File: src/rtl/sysexc_regs.sv
module sysexc_regs #(
  parameter int ADDR_W   = 12,
  parameter int VEC_W    = 9,
  parameter int PRIO_W   = 8,
  parameter int BASE_LSB = 7
) (
  input  logic                  clk,
  input  logic                  rst_n,
  input  logic                  bus_sel,
  input  logic                  bus_wr,
  input  logic [ADDR_W-1:0]     bus_addr,
  input  logic [31:0]           bus_wdata,
  output logic [31:0]           bus_rdata,
  input  logic                  tick_pulse,
  input  logic                  ack_valid,
  input  logic [VEC_W-1:0]      ack_vec,
  input  logic [VEC_W-1:0]      top_vec,
  input  logic [15:0]           exc_active,
  input  logic [15:0]           exc_pending,
  output logic                  nmi_pend,
  output logic                  defer_pend,
  output logic                  tick_pend,
  output logic [2:0]            fault_en,
  output logic [12*PRIO_W-1:0]  handler_prio,
  output logic [31:0]           vec_base,
  output logic                  reset_req
);
  localparam int NHDL   = 12;
  localparam int NGRP   = NHDL / 4;
  localparam int TOP_LSB = 12;
  localparam logic [ADDR_W-1:0] A_CTL  = ADDR_W'('hD04);
  localparam logic [ADDR_W-1:0] A_VTB  = ADDR_W'('hD08);
  localparam logic [ADDR_W-1:0] A_RST  = ADDR_W'('hD0C);
  localparam logic [ADDR_W-1:0] A_PRI0 = ADDR_W'('hD18);
  localparam logic [ADDR_W-1:0] A_PRI1 = ADDR_W'('hD1C);
  localparam logic [ADDR_W-1:0] A_PRI2 = ADDR_W'('hD20);
  localparam logic [ADDR_W-1:0] A_HCS  = ADDR_W'('hD24);
  localparam logic [15:0] RST_KEY = 16'h05FA;
  localparam int RST_BIT = 2;

  wire wr_en  = bus_sel & bus_wr;
  wire wr_ctl = wr_en && bus_addr == A_CTL;
  wire wr_vtb = wr_en && bus_addr == A_VTB;
  wire wr_rst = wr_en && bus_addr == A_RST;
  wire wr_hcs = wr_en && bus_addr == A_HCS;

  wire ack_nmi  = ack_valid && ack_vec == VEC_W'(2);
  wire ack_def  = ack_valid && ack_vec == VEC_W'(14);
  wire ack_tick = ack_valid && ack_vec == VEC_W'(15);

  wire nmi_set  = wr_ctl & bus_wdata[31];
  wire def_set  = wr_ctl & bus_wdata[28];
  wire def_clr  = (wr_ctl & bus_wdata[27] & ~bus_wdata[28]) | ack_def;
  wire tick_set = (wr_ctl & bus_wdata[26]) | tick_pulse;
  wire tick_clr = (wr_ctl & bus_wdata[25] & ~bus_wdata[26]) | ack_tick;

  logic [31:BASE_LSB] base_q;

  always_ff @(posedge clk) begin
    if (!rst_n) begin
      nmi_pend   <= 1'b0;
      defer_pend <= 1'b0;
      tick_pend  <= 1'b0;
      fault_en   <= '0;
      base_q     <= '0;
      reset_req  <= 1'b0;
    end else begin
      nmi_pend   <= nmi_set  | (nmi_pend   & ~ack_nmi);
      defer_pend <= def_set  | (defer_pend & ~def_clr);
      tick_pend  <= tick_set | (tick_pend  & ~tick_clr);
      if (wr_hcs) fault_en <= bus_wdata[18:16];
      if (wr_vtb) base_q <= bus_wdata[31:BASE_LSB];
      reset_req  <= wr_rst && bus_wdata[31:16] == RST_KEY && bus_wdata[RST_BIT];
    end
  end

  assign vec_base = {base_q, {BASE_LSB{1'b0}}};

  logic [31:0] pri_word [NGRP];

  for (genvar h = 0; h < NHDL; h++) begin : g_prio
    logic [PRIO_W-1:0] q;
    wire hit = wr_en && bus_addr == A_PRI0 + ADDR_W'(4 * (h / 4));
    always_ff @(posedge clk) begin
      if (!rst_n)   q <= '0;
      else if (hit) q <= bus_wdata[8*(h%4) +: PRIO_W];
    end
    assign handler_prio[h*PRIO_W +: PRIO_W] = q;
  end

  for (genvar g = 0; g < NGRP; g++) begin : g_word
    always_comb begin
      pri_word[g] = '0;
      for (int k = 0; k < 4; k++)
        pri_word[g][8*k +: PRIO_W] = handler_prio[(4*g+k)*PRIO_W +: PRIO_W];
    end
  end

  logic [31:0] ctl_word;
  always_comb begin
    ctl_word = '0;
    ctl_word[TOP_LSB +: VEC_W] = top_vec;
    ctl_word[31] = nmi_pend;
    ctl_word[28] = defer_pend;
    ctl_word[26] = tick_pend;
  end

  wire [31:0] hcs_word = {13'b0, fault_en,
                          exc_pending[11], exc_pending[5], exc_pending[4], exc_pending[6],
                          exc_active[15], exc_active[14], 1'b0, exc_active[12], exc_active[11],
                          3'b0, exc_active[6], 1'b0, exc_active[5], exc_active[4]};

  always_comb begin
    bus_rdata = '0;
    if (bus_sel && !bus_wr) begin
      case (bus_addr)
        A_CTL:   bus_rdata = ctl_word;
        A_VTB:   bus_rdata = vec_base;
        A_PRI0:  bus_rdata = pri_word[0];
        A_PRI1:  bus_rdata = pri_word[1];
        A_PRI2:  bus_rdata = pri_word[2];
        A_HCS:   bus_rdata = hcs_word;
        default: bus_rdata = '0;
      endcase
    end
  end
endmodule

File: config.mk
export PLATFORM = sky130hd
export DESIGN_NAME = sysexc_regs
export DESIGN_NICKNAME = d
export VERILOG_FILES = /design/src/rtl/sysexc_regs.sv
export SDC_FILE = /design/constraint.sdc
export NUM_CORES = 1
export LEC_CHECK = 0
export BUFFER_PORTS_ARGS = -buffer_cell sky130_fd_sc_hd__buf_4
export CORE_MARGIN = 2
export CORE_UTILIZATION = 45
export CTS_CLUSTER_DIAMETER = 200
export CTS_CLUSTER_SIZE = 40
export DETAILED_ROUTE_END_ITERATION = 6
export PLACE_DENSITY = 0.75
export SLEW_MARGIN = 15
export SYNTH_ARGS = -nofsm -noshare
export SYNTH_HDL_FRONTEND = slang
export SYNTH_SLANG_ARGS = --single-unit
File: constraint.sdc
create_clock -name clk -period 4.2 [get_ports clk]
set_clock_uncertainty 0.2 [all_clocks]
set_input_delay 1.05 -clock clk [delete_from_list [all_inputs] [get_ports clk]]
set_output_delay 1.05 -clock clk [all_outputs]
set_load 0.01 [all_outputs]
Yosys cells after proc, flatten, opt, wreduce, memory -nomap -nowiden
Cells that the tools add are included. W data, S select, Z words.

Bits in registers: 128. Bits of input ports: 100. Output and inout port bits: 167.

Equality and inequality tests: 11. Mux-type cells: 2. Bitwise gates (word level): 22. Reductions and logical operators: 14.

Operators with widths (number): $pmux W32 S6 (1); $eq A12 B12 Y1 const B (7); $mux W32 (1); $eq A9 B4 Y1 const B (2); $eq A16 B11 Y1 const B (1); $logic_and A1 B1 Y1 (13); $and A1 B1 Y1 (11); $eq A9 B2 Y1 const B (1); $or A1 B1 Y1 (6); $not A1 Y1 (5); $logic_not A1 Y1 (1).

Longest topological paths before layout
Gate-level depths: netlist of run 1.

Depth in word-level cells: 8. Mapped depth: 7.

Worst setup path after synthesis of run 1
Ideal clock, no wire load.

Path type: input port to output port. Start point: in bus_addr[7]. End point: out bus_rdata[19]. Arrival time: 2639 ps. Setup slack: 311 ps. Stages: 6. Buffers on the path: 2. Cells stage by stage: or4b_1 > buf_2 > buf_6 > nor4_4 > a222oi_1 > a21oi_1.

Longest elaborated chain between the ends: 3. Elaborated cells between the ends (all ways): 8.

Ends and longest elaborated chain: start: declaration (line 11) `input logic [ADDR_W-1:0] bus_addr,`; $eq A12 B12 Y1 (line 116) `case (bus_addr)`; $pmux W32 S6 * (line 116); $mux W32 * (line 115) `if (bus_sel && !bus_wr) begin`; end: declaration (line 13) `output logic [31:0] bus_rdata,`.

Every way passes the cells marked *; elsewhere a longest branch is shown, timed or not.

Final worst setup path of run 1
Start point: in bus_addr[7]. End point: out bus_rdata[18].

The elaborated chain is that of the path after synthesis.

==> flow_summary.ini, run 1 <==
[place]
dp_slack_ps = -41.7
hpwl_mm = 16.3
gp_congestion = 0.868
dp.cells = 1165
portBuffers = 238
placement.cell_area_mm2 = 0.00864

[synth]
avgSynthCellArea_um2 = 8.60
yosys_most_used_dff = dfxtp_1
yosysUniqueCellTypes = 57
yosys-top-cells-area = dfxtp_1 39%, mux2i_1 16%, nand2_1 13%
synth.largest_area_cell = dfxtp_1
yosys_warnings = 0
ys_async_sr_fraction = 0
synthDominantCellAreaShare = 0.393
ys_seq_elements = 128
synth_edf_count = 0
netlist_instances = 758
synth_area_mm2 = 0.00652
ys_seq_area_frac = 0.393

[routing]
num_vias = 6690
drt-total-wl_mm = 23.0
ant_nets = 0
avgRoutedWirePerCell_um = 19.2
viasPerCell = 5.58
drtPass1Iterations = 7
first_iter_violations = 519
drcViolationCount = 0

[timing]
fin_crit_sh = 1.00
setup_slack_ps = -10.4
finalSetupTns_ps = -10.4
rsz0062_at_grt = true
drv_slew = 0
relSlewSlack = 0.513
finalSetupViolCount = 1
fmax_mhz = 238
fin_crit_ps = 4210
worst_pin_slew_ps = 731
finalHoldWorstSlack_ps = 274
hold_viol_final = 0

[power_and_ir_drop]
p_switching_mw = 0.662
leakage_nw = 4.13
irDropWorstVdd_uv = 255
power_frac_seq = 0.431
comb_power_share = 0.074
power_per_cell_area_mw_per_mm2 = 304
p_int_mw = 2.16
power_mw = 2.82
clockPowerShare = 0.495
switching_share = 0.235

[setup_path]
slowest_delay_ps = 530
crit_type = input port to output pin
worstPathRequired_ps = 2950
cp_slowest_cell = or4b_4
critPathLaunchType = input port
critPathBufInv = 4
critPathMaxFanout = 6
crit_family = simple AND/OR/NAND/NOR gates
crit_path_end_kind = output pin
cpMostUsedCell = buf_4
crit_chain = buf_4 > or4b_4 > buf_6 > buf_4 > nor3_2 > nand2_1 > o221ai_1 > buf_4
arrival_ps = 2960

[run_status]
status = complete, but fails checks
violations = setup timing

[floorplanning]
die-area_mm2 = 0.0155
start_util = 0.466
die_w_um = 124
rows = 43
fp.dieH_um = 124
pin_count = 267
fp.coreArea_mm2 = 0.0140

[clocking]
ctsLongestPathBuffers = 2
clk_latency_ps = 420
cts_max_level = 4
cts.sinks = 128
cts_root_buffer = clkbuf_16
path_clk_slew_ps = 50
cts-buffers-inserted = 17
cts_tree = yes
cts_hold_buf = 0

[grt]
gr-total-overflow = 0
grt_start_max_net_pins = 90
grt_pass1_vias = 6273
grt_pass1_wl_mm = 35.1
antenna_found_initial = 0
grt_usage = 0.287

[final_layout]
final_core_util = 0.662
final_cells = 1198
final_net_count = 1105
drive_gt1_frac = 0.350
n_antenna_cell = 0
area.growth.synth_to_final_pct = 42.1
postLayoutCellArea_mm2 = 0.00926

[run]
maxCapViolations = 0

[hold_path]
holdCritPathClass = flip-flop to flip-flop
cells in the final DEF (no fill, tap or decap), types with 3 or more instances in the layout:
cell	netlist	final
nor4_1	6	4
a222oi_1	4	4
a32oi_1	3	3
clkbuf_16	0	17
o21ai_0	14	14
nand2_1	229	229
nand2b_1	14	14
o221ai_1	5	5
nand3_1	4	4
a21boi_1	9	9
nor2_1	19	18
mux2i_1	101	101
a21oi_1	31	30
conb_1	1	7
buf_4	10	279
clkbuf_8	0	3
nand3b_1	3	3
a22oi_1	10	10
a22o_1	5	5
buf_12	0	4
dfxtp_1	128	128
mux2_2	20	20
clkinvlp_4	0	3
nor4_4	3	6
a21boi_0	23	23
clkinv_2	0	5
nor3_1	3	3
a211oi_1	3	3
nand4_1	6	6
nor4b_1	16	16
registers in the layout (all words and copies together) (netlist names):
name and cells:
g_prio.q 96, tick_pend 1, nmi_pend 1, reset_req 1, base_q 25, fault_en 3
defer_pend 1
power groups by stage:
stage | combinational, mW | clock (mW) | sequential, mW
finish | 0.208 | 1.40 | 1.22
global route | 0.220 | 1.47 | 1.22
CTS | 0.203 | 1.40 | 1.22
detailed placement | 0.201 | 0 | 1.24
global placement | 0.199 | 0 | 1.24
floorplan | 0.0991 | 0 | 1.24
metal layers:
| metal | part of all wire | track usage | vias up |
|---|---|---|---|
| li1 | - | - | 3139 |
| met1 | 0.42 | 0.366 | 3215 |
| met2 | 0.47 | 0.474 | 305 |
| met3 | 0.087 | 0.0790 | 31 |
| met4 | 0.017 | 0.0859 | 0 |
| met5 | 0 | 0 | - |
final timing paths:
| check | from | endpoint | slack (ps) | cells past startpoint |
|---|---|---|---|---|
| setup / recovery | bus_addr[7] | bus_rdata[18] | -10 | 8 |
| hold reg to reg | g_prio[4].q[7] | g_prio[4].q[7] | 270 | 2 |
| setup reg to reg | defer_pend | defer_pend | 3060 | 4 |
| hold / removal | g_prio[4].q[7] | g_prio[4].q[7] | 270 | 2 |
repair_timing:
action | in CTS | in global routing
setup buffers | 0 | 1
endpoints found under the setup margin | 2 | 6
gates resized for setup | 4 | 5
pin swaps | 1 | 4
synthesized netlist by cell type, types with 4 or more instances:
master and count:
dfxtp_1 128, nand2b_1 14, buf_4 10, nand2_1 229, a21boi_1 9, nor2_1 19
clkbuf_1 34, a21boi_0 23, nor4b_1 16, o21ai_0 14, nand3_1 4, buf_2 13
a22oi_1 10, a22o_1 5, mux2_2 20, o221ai_1 5, nand4_1 6, a222oi_1 4
nor4_1 6, a21oi_1 31, mux2i_1 101
kinds of logic after synthesis:
group / Yosys count / synth area share
flip-flops: 128 / 0.393
AO/OA/AOI/OAI: 118 / 0.125
multiplexers: 121 / 0.190
other: 1 / 0.000575
AND/OR/NAND/NOR: 325 / 0.242
buffers and inverters: 65 / 0.0492
layout make-up:
class / count / area, um^2
Clock inverter: 10 / 86.3
Timing Repair Buffer: 285 / 2200
Tap cell: 180 / 225
Clock buffer: 22 / 474
Multi-Input combinational cell: 571 / 3710
Fill cell: 1208 / 4730
Inverter: 2 / 7.51
Sequential cell: 128 / 2560
worst reg2reg max path: cells and delay by family (launching register included):
family | cells | cell delay (ps)
compound gates | 3 | 460
flops | 1 | 360
simple gates | 1 | 70
Power figures use the tool's default switching activity.
==> run 2, diff against run 1 <==
--- a/config.mk
+++ b/config.mk
@@ -12,6 +12,7 @@
 export CTS_CLUSTER_SIZE = 40
 export DETAILED_ROUTE_END_ITERATION = 6
 export PLACE_DENSITY = 0.75
+export SETUP_SLACK_MARGIN = 0.05
 export SLEW_MARGIN = 15
 export SYNTH_ARGS = -nofsm -noshare
 export SYNTH_HDL_FRONTEND = slang
==> run 2 against run 1 <==
Effect of this change:
- the run ends with DRC left
- setup slack better by 52 ps
- via count down 0.48%
- critical path depth unchanged
- routed wire length rose by 0.26%
- utilization is 0.15 points higher
- critical path type unchanged
- sequential share of layout area down 0.063 points
- global-route usage barely moved
- final cell count unchanged
- first-iteration DRC count is 24% higher
- largest cell class unchanged
- largest power group unchanged
- highest routed layer unchanged
==> flow_summary.ini, run 2 (same netlist as run 1, synthesis figures left out) <==
[run_status]
status = complete, but fails checks
violations = DRC

[clocking]
clk_latency_ps = 420
cts_max_level = 4
cts_root_buffer = clkbuf_16
path_clk_slew_ps = 50
ctsLongestPathBuffers = 2
cts-buffers-inserted = 17
cts_tree = yes
cts.sinks = 128

[setup_path]
critPathBufInv = 4
crit_family = simple AND/OR/NAND/NOR gates
crit_type = input port to output pin
crit_path_end_kind = output pin
critPathLaunchType = input port
worstRegToRegCells = 4
crit-reg2reg-launch = defer_pend
crit_chain = buf_4 > or4b_4 > buf_6 > buf_4 > nor3_2 > nand2_2 > o221ai_1 > buf_4
cpMostUsedCell = buf_4
startpoint = bus_addr[7]
crit_end = bus_rdata[16]
r2r-end = defer_pend
reg2reg_slack_ps = 3060
cp_slowest_cell = or4b_4
worstPathRequired_ps = 2950
cp.depth = 8
slowest_delay_ps = 530
critPathMaxFanout = 6
arrival_ps = 2910

[grt]
gr-total-overflow = 0
use_met2 = 0.474
grt_start_max_net_pins = 90
grt_util_met3 = 0.0795
grt_pass1_vias = 6290
grt_usage = 0.287
antenna_found_initial = 0
grt_pass1_wl_mm = 35.2
busiest_layer = met2
met1_usage = 0.366

[timing]
finalSetupViolCount = 0
finalHoldWorstSlack_ps = 274
worst_pin_slew_ps = 725
relSlewSlack = 0.517
fin_crit_sh = 0.990
hold_viol_final = 0
fmax_mhz = 240
drv_slew = 0
fin_crit_ps = 4160
rsz0062_at_grt = true

[routing]
ant_nets = 0
num_vias = 6658
drcViolationCount = 6
avgRoutedWirePerCell_um = 19.3
drt-total-wl_mm = 23.1
first_iter_violations = 642
viasPerCell = 5.56
drtPass1Iterations = 7

[final_layout]
postLayoutCellArea_mm2 = 0.00928
largest_reg_flops = 96
drive_gt1_frac = 0.355
final_common_cell = buf_4
area.growth.synth_to_final_pct = 42.5
n_antenna_cell = 0
final_net_count = 1105
regMostFlops = g_prio.q
mostFrequentLayoutCells = 280 x buf_4, 228 x nand2_1, 128 x dfxtp_1
top_regs = g_prio.q (96), base_q (25), fault_en (3)

[place]
gp_congestion = 0.868
hpwl_mm = 16.3
placement.cell_area_mm2 = 0.00864
portBuffers = 238

[hold_path]
holdCritPathClass = flip-flop to flip-flop
whs_path_depth = 2

[power_and_ir_drop]
power_per_cell_area_mw_per_mm2 = 304
leakage_nw = 4.14
irDropWorstVdd_uv = 247

[floorplanning]
rows = 43
pin_count = 267
fp.coreArea_mm2 = 0.0140
start_util = 0.466
die-area_mm2 = 0.0155
die_w_um = 124
fp.dieH_um = 124

[run]
maxCapViolations = 0
-- run 2: cell counts in the layout (fill, tap and decap cells not counted) --
Identical to the previous run, type by type.
-- run 2: worst min path at each step --
stage	startpoint	endpoint
CTS	g_prio[4].q[7]	g_prio[4].q[7]
floorplan	g_prio[3].q[7]	g_prio[3].q[7]
detailed placement	base_q[28]	base_q[28]
global placement	g_prio[2].q[7]	g_prio[2].q[7]
finish	g_prio[4].q[7]	g_prio[4].q[7]
global route	g_prio[7].q[4]	g_prio[7].q[4]
-- run 2: per-stage QoR --
| stage | total power [mW] | util | worst slack (ps) | std cells | setup TNS (ps) |
|---|---|---|---|---|---|
| after CTS | 2.82 | 0.660 | 28.1 | 1197 | 0 |
| after global routing | 2.91 | 0.664 | 18.8 | 1198 | 0 |
| final | 2.82 | 0.664 | 41.3 | 1198 | 0 |
| after floorplan | 1.34 | - | 311 | 764 | 0 |
| after global placement | 1.44 | 0.618 | -66.7 | 1165 | -93.9 |
| after detailed placement | 1.44 | 0.618 | -41.7 | 1165 | -81.6 |
-- run 2: worst register-to-register path: cells and delay by family (launching register included) --
kind | cells | cell delay (ps)
AOI/OAI and AO/OA | 3 | 460
DFF | 1 | 360
and+or+nand+nor | 1 | 70
-- run 2: layout make-up --
type | instances | area [um^2]
Clock buffer | 22 | 474
Clock inverter | 10 | 86.3
Fill cell | 1207 | 4700
Inverter | 2 | 7.51
Multi-Input combinational cell | 571 | 3730
Sequential cell | 128 | 2560
Tap cell | 180 | 225
Timing Repair Buffer | 285 | 2190
-- run 2: layer usage --
metal  up-vias  part of all wire
met2       310              0.48
met1      3176              0.42
li1       3138                 -
met5         -                 0
met3        34             0.085
met4         0             0.017
-- run 2: repair_timing --
action,4_1_cts,5_1_grt
buffers inserted,0,1
hold buffers,0,0
endpoints found under the setup margin,6,12
resized for setup,5,8
hold endpoints to repair,0,0
pin swaps,2,6
-- run 2: power by group --
group | total, mW | switching [mW] | internal (mW)
Clock | 1.40 | 0.544 | 0.855
Combinational | 0.208 | 0.119 | 0.0886
Sequential | 1.22 | 0.000985 | 1.22
==> run 3, diff against run 2 <==
--- a/config.mk
+++ b/config.mk
@@ -7,11 +7,11 @@
 export LEC_CHECK = 0
 export BUFFER_PORTS_ARGS = -buffer_cell sky130_fd_sc_hd__buf_4
 export CORE_MARGIN = 2
-export CORE_UTILIZATION = 45
+export CORE_UTILIZATION = 49
 export CTS_CLUSTER_DIAMETER = 200
 export CTS_CLUSTER_SIZE = 40
 export DETAILED_ROUTE_END_ITERATION = 6
-export PLACE_DENSITY = 0.75
+export PLACE_DENSITY = 0.81
 export SETUP_SLACK_MARGIN = 0.05
 export SLEW_MARGIN = 15
 export SYNTH_ARGS = -nofsm -noshare
==> run 3 against run 2 <==
Effect of this change:
- the flow now finishes without violations
- combinational power decreased by 2%
- register-to-register slack hardly changed
- die area down 7.9%
- maximum frequency grew 1.1%
- sequential share of layout area rose by 0.082 points
- flip-flop and latch count stayed put
- global-route usage grew 1.4 points
- sequential power about the same
- largest cell class unchanged
==> flow_summary.ini, run 3 (same netlist as run 1, synthesis figures left out) <==
[setup_path]
crit_type = input port to output pin
crit-reg2reg-launch = defer_pend
cp_slowest_cell = or4b_4
critPathLaunchType = input port
worstRegToRegCells = 4
crit_family = simple AND/OR/NAND/NOR gates
reg2reg_slack_ps = 3060
critPathMaxFanout = 8
crit_chain = buf_4 > or4b_4 > buf_8 > buf_4 > nor3_2 > buf_4 > nand2_1 > a21oi_1 > buf_4
critPathBufInv = 5
worstPathRequired_ps = 2950
crit_path_end_kind = output pin
cpMostUsedCell = buf_4
r2r-end = defer_pend
arrival_ps = 2860
slowest_delay_ps = 540

[routing]
drt-total-wl_mm = 22.1
viasPerCell = 5.59
first_iter_violations = 580
avgRoutedWirePerCell_um = 18.5
num_vias = 6668
ant_nets = 0
drtPass1Iterations = 7
drcViolationCount = 0

[final_layout]
final_cells = 1192
regArea_mm2 = 0.00256
nFillCells = 1075
postLayoutCellArea_mm2 = 0.00926
final_core_util = 0.705
regMostFlops = g_prio.q
drive_gt1_frac = 0.351
mostFrequentLayoutCells = 277 x buf_4, 228 x nand2_1, 128 x dfxtp_1
final_net_count = 1103
multiInputGateArea_mm2 = 0.00374
top_regs = g_prio.q (96), base_q (25), fault_en (3)
final_common_cell = buf_4
largest_reg_flops = 96
n_antenna_cell = 0
area.growth.synth_to_final_pct = 42.1

[grt]
grt_start_max_net_pins = 162
met1_usage = 0.389
grt_util_met3 = 0.0642
gr-total-overflow = 0
grt_pass1_wl_mm = 33.6
busiest_layer = met2
grt_pass1_vias = 6287
grt_usage = 0.302
use_met2 = 0.498
antenna_found_initial = 0

[timing]
fin_crit_sh = 0.979
setup_slack_ps = 86.3
worst_pin_slew_ps = 704
fin_crit_ps = 4110
hold_viol_final = 0
fmax_mhz = 243
drv_slew = 0
relSlewSlack = 0.530
finalSetupViolCount = 0
rsz0062_at_grt = true

[run_status]
status = complete, no violations

[clocking]
cts_tree = yes
cts.sinks = 128
cts_max_level = 4
path_clk_slew_ps = 50
cts_root_buffer = clkbuf_16
ctsLongestPathBuffers = 2
cts-buffers-inserted = 17
cts_hold_buf = 0
clk_latency_ps = 420

[hold_path]
whs_endpoint = g_prio[6].q[6]
holdCritPathClass = flip-flop to flip-flop
whs_path_depth = 2
hold_start = g_prio[6].q[6]

[power_and_ir_drop]
power_per_cell_area_mw_per_mm2 = 303
power_mw = 2.81
irDropWorstVdd_uv = 241
leakage_nw = 4.12

[floorplanning]
fp.coreArea_mm2 = 0.0131
pin_count = 267
fp.dieH_um = 119
die_w_um = 119
rows = 42
die-area_mm2 = 0.0142
start_util = 0.496

[place]
portBuffers = 238
gp_congestion = 0.862
hpwl_mm = 15.6
placement.cell_area_mm2 = 0.00858
dp.cells = 1157
dp_slack_ps = -73.8

[run]
maxCapViolations = 0
run 3: power by group:
group	total, mW	internal, mW	switching [mW]
combinational	0.204	0.0877	0.117
clock	1.39	0.873	0.513
sequential	1.22	1.22	0.000975
run 3: worst max path at each step:
stage	slack (ps)	cells after the start	from	end
6_report	90	9	bus_addr[7]	bus_rdata[10]
5_1_grt	40	8	bus_addr[7]	bus_rdata[20]
4_1_cts	30	8	bus_addr[7]	bus_rdata[20]
3_5_place_dp	-70	8	bus_addr[7]	bus_rdata[20]
3_3_place_gp	-90	8	bus_addr[7]	bus_rdata[28]
2_1_floorplan	310	6	bus_addr[7]	bus_rdata[19]
run 3: worst register-to-register path: cells and delay by family (launching register included):
| family | cells | cell delay [ps] |
|---|---|---|
| flip-flops | 1 | 370 |
| AO/OA/AOI/OAI | 3 | 450 |
| AND/OR/NAND/NOR | 1 | 60 |
run 3: cell type report:
type,instances,area share
clock buffer,27,0.0543
clock inverter,5,0.00568
inverter,2,0.000811
multi-input combinational,571,0.404
sequential,128,0.277
tap,176,0.0238
timing repair buffer,283,0.234
run 3: per-layer routing:
metal | part of all wire | wire length [um]
met1 | 0.41 | 9110
met2 | 0.48 | 10700
met3 | 0.084 | 1850
met4 | 0.020 | 434
met5 | 0 | 0
run 3: per-stage QoR:
step	hold WS (ps)	TNS, ps
2_1_floorplan	284	0
4_1_cts	273	0
3_5_place_dp	260	-190
6_report	272	0
3_3_place_gp	256	-211
5_1_grt	294	0
run 3: timing repair:
action / CTS / global route
gates resized for setup: 6 / 14
cloned: 0 / 1
setup endpoints to repair: 8 / 31
setup buffers: 0 / 2
pin swaps: 0 / 4
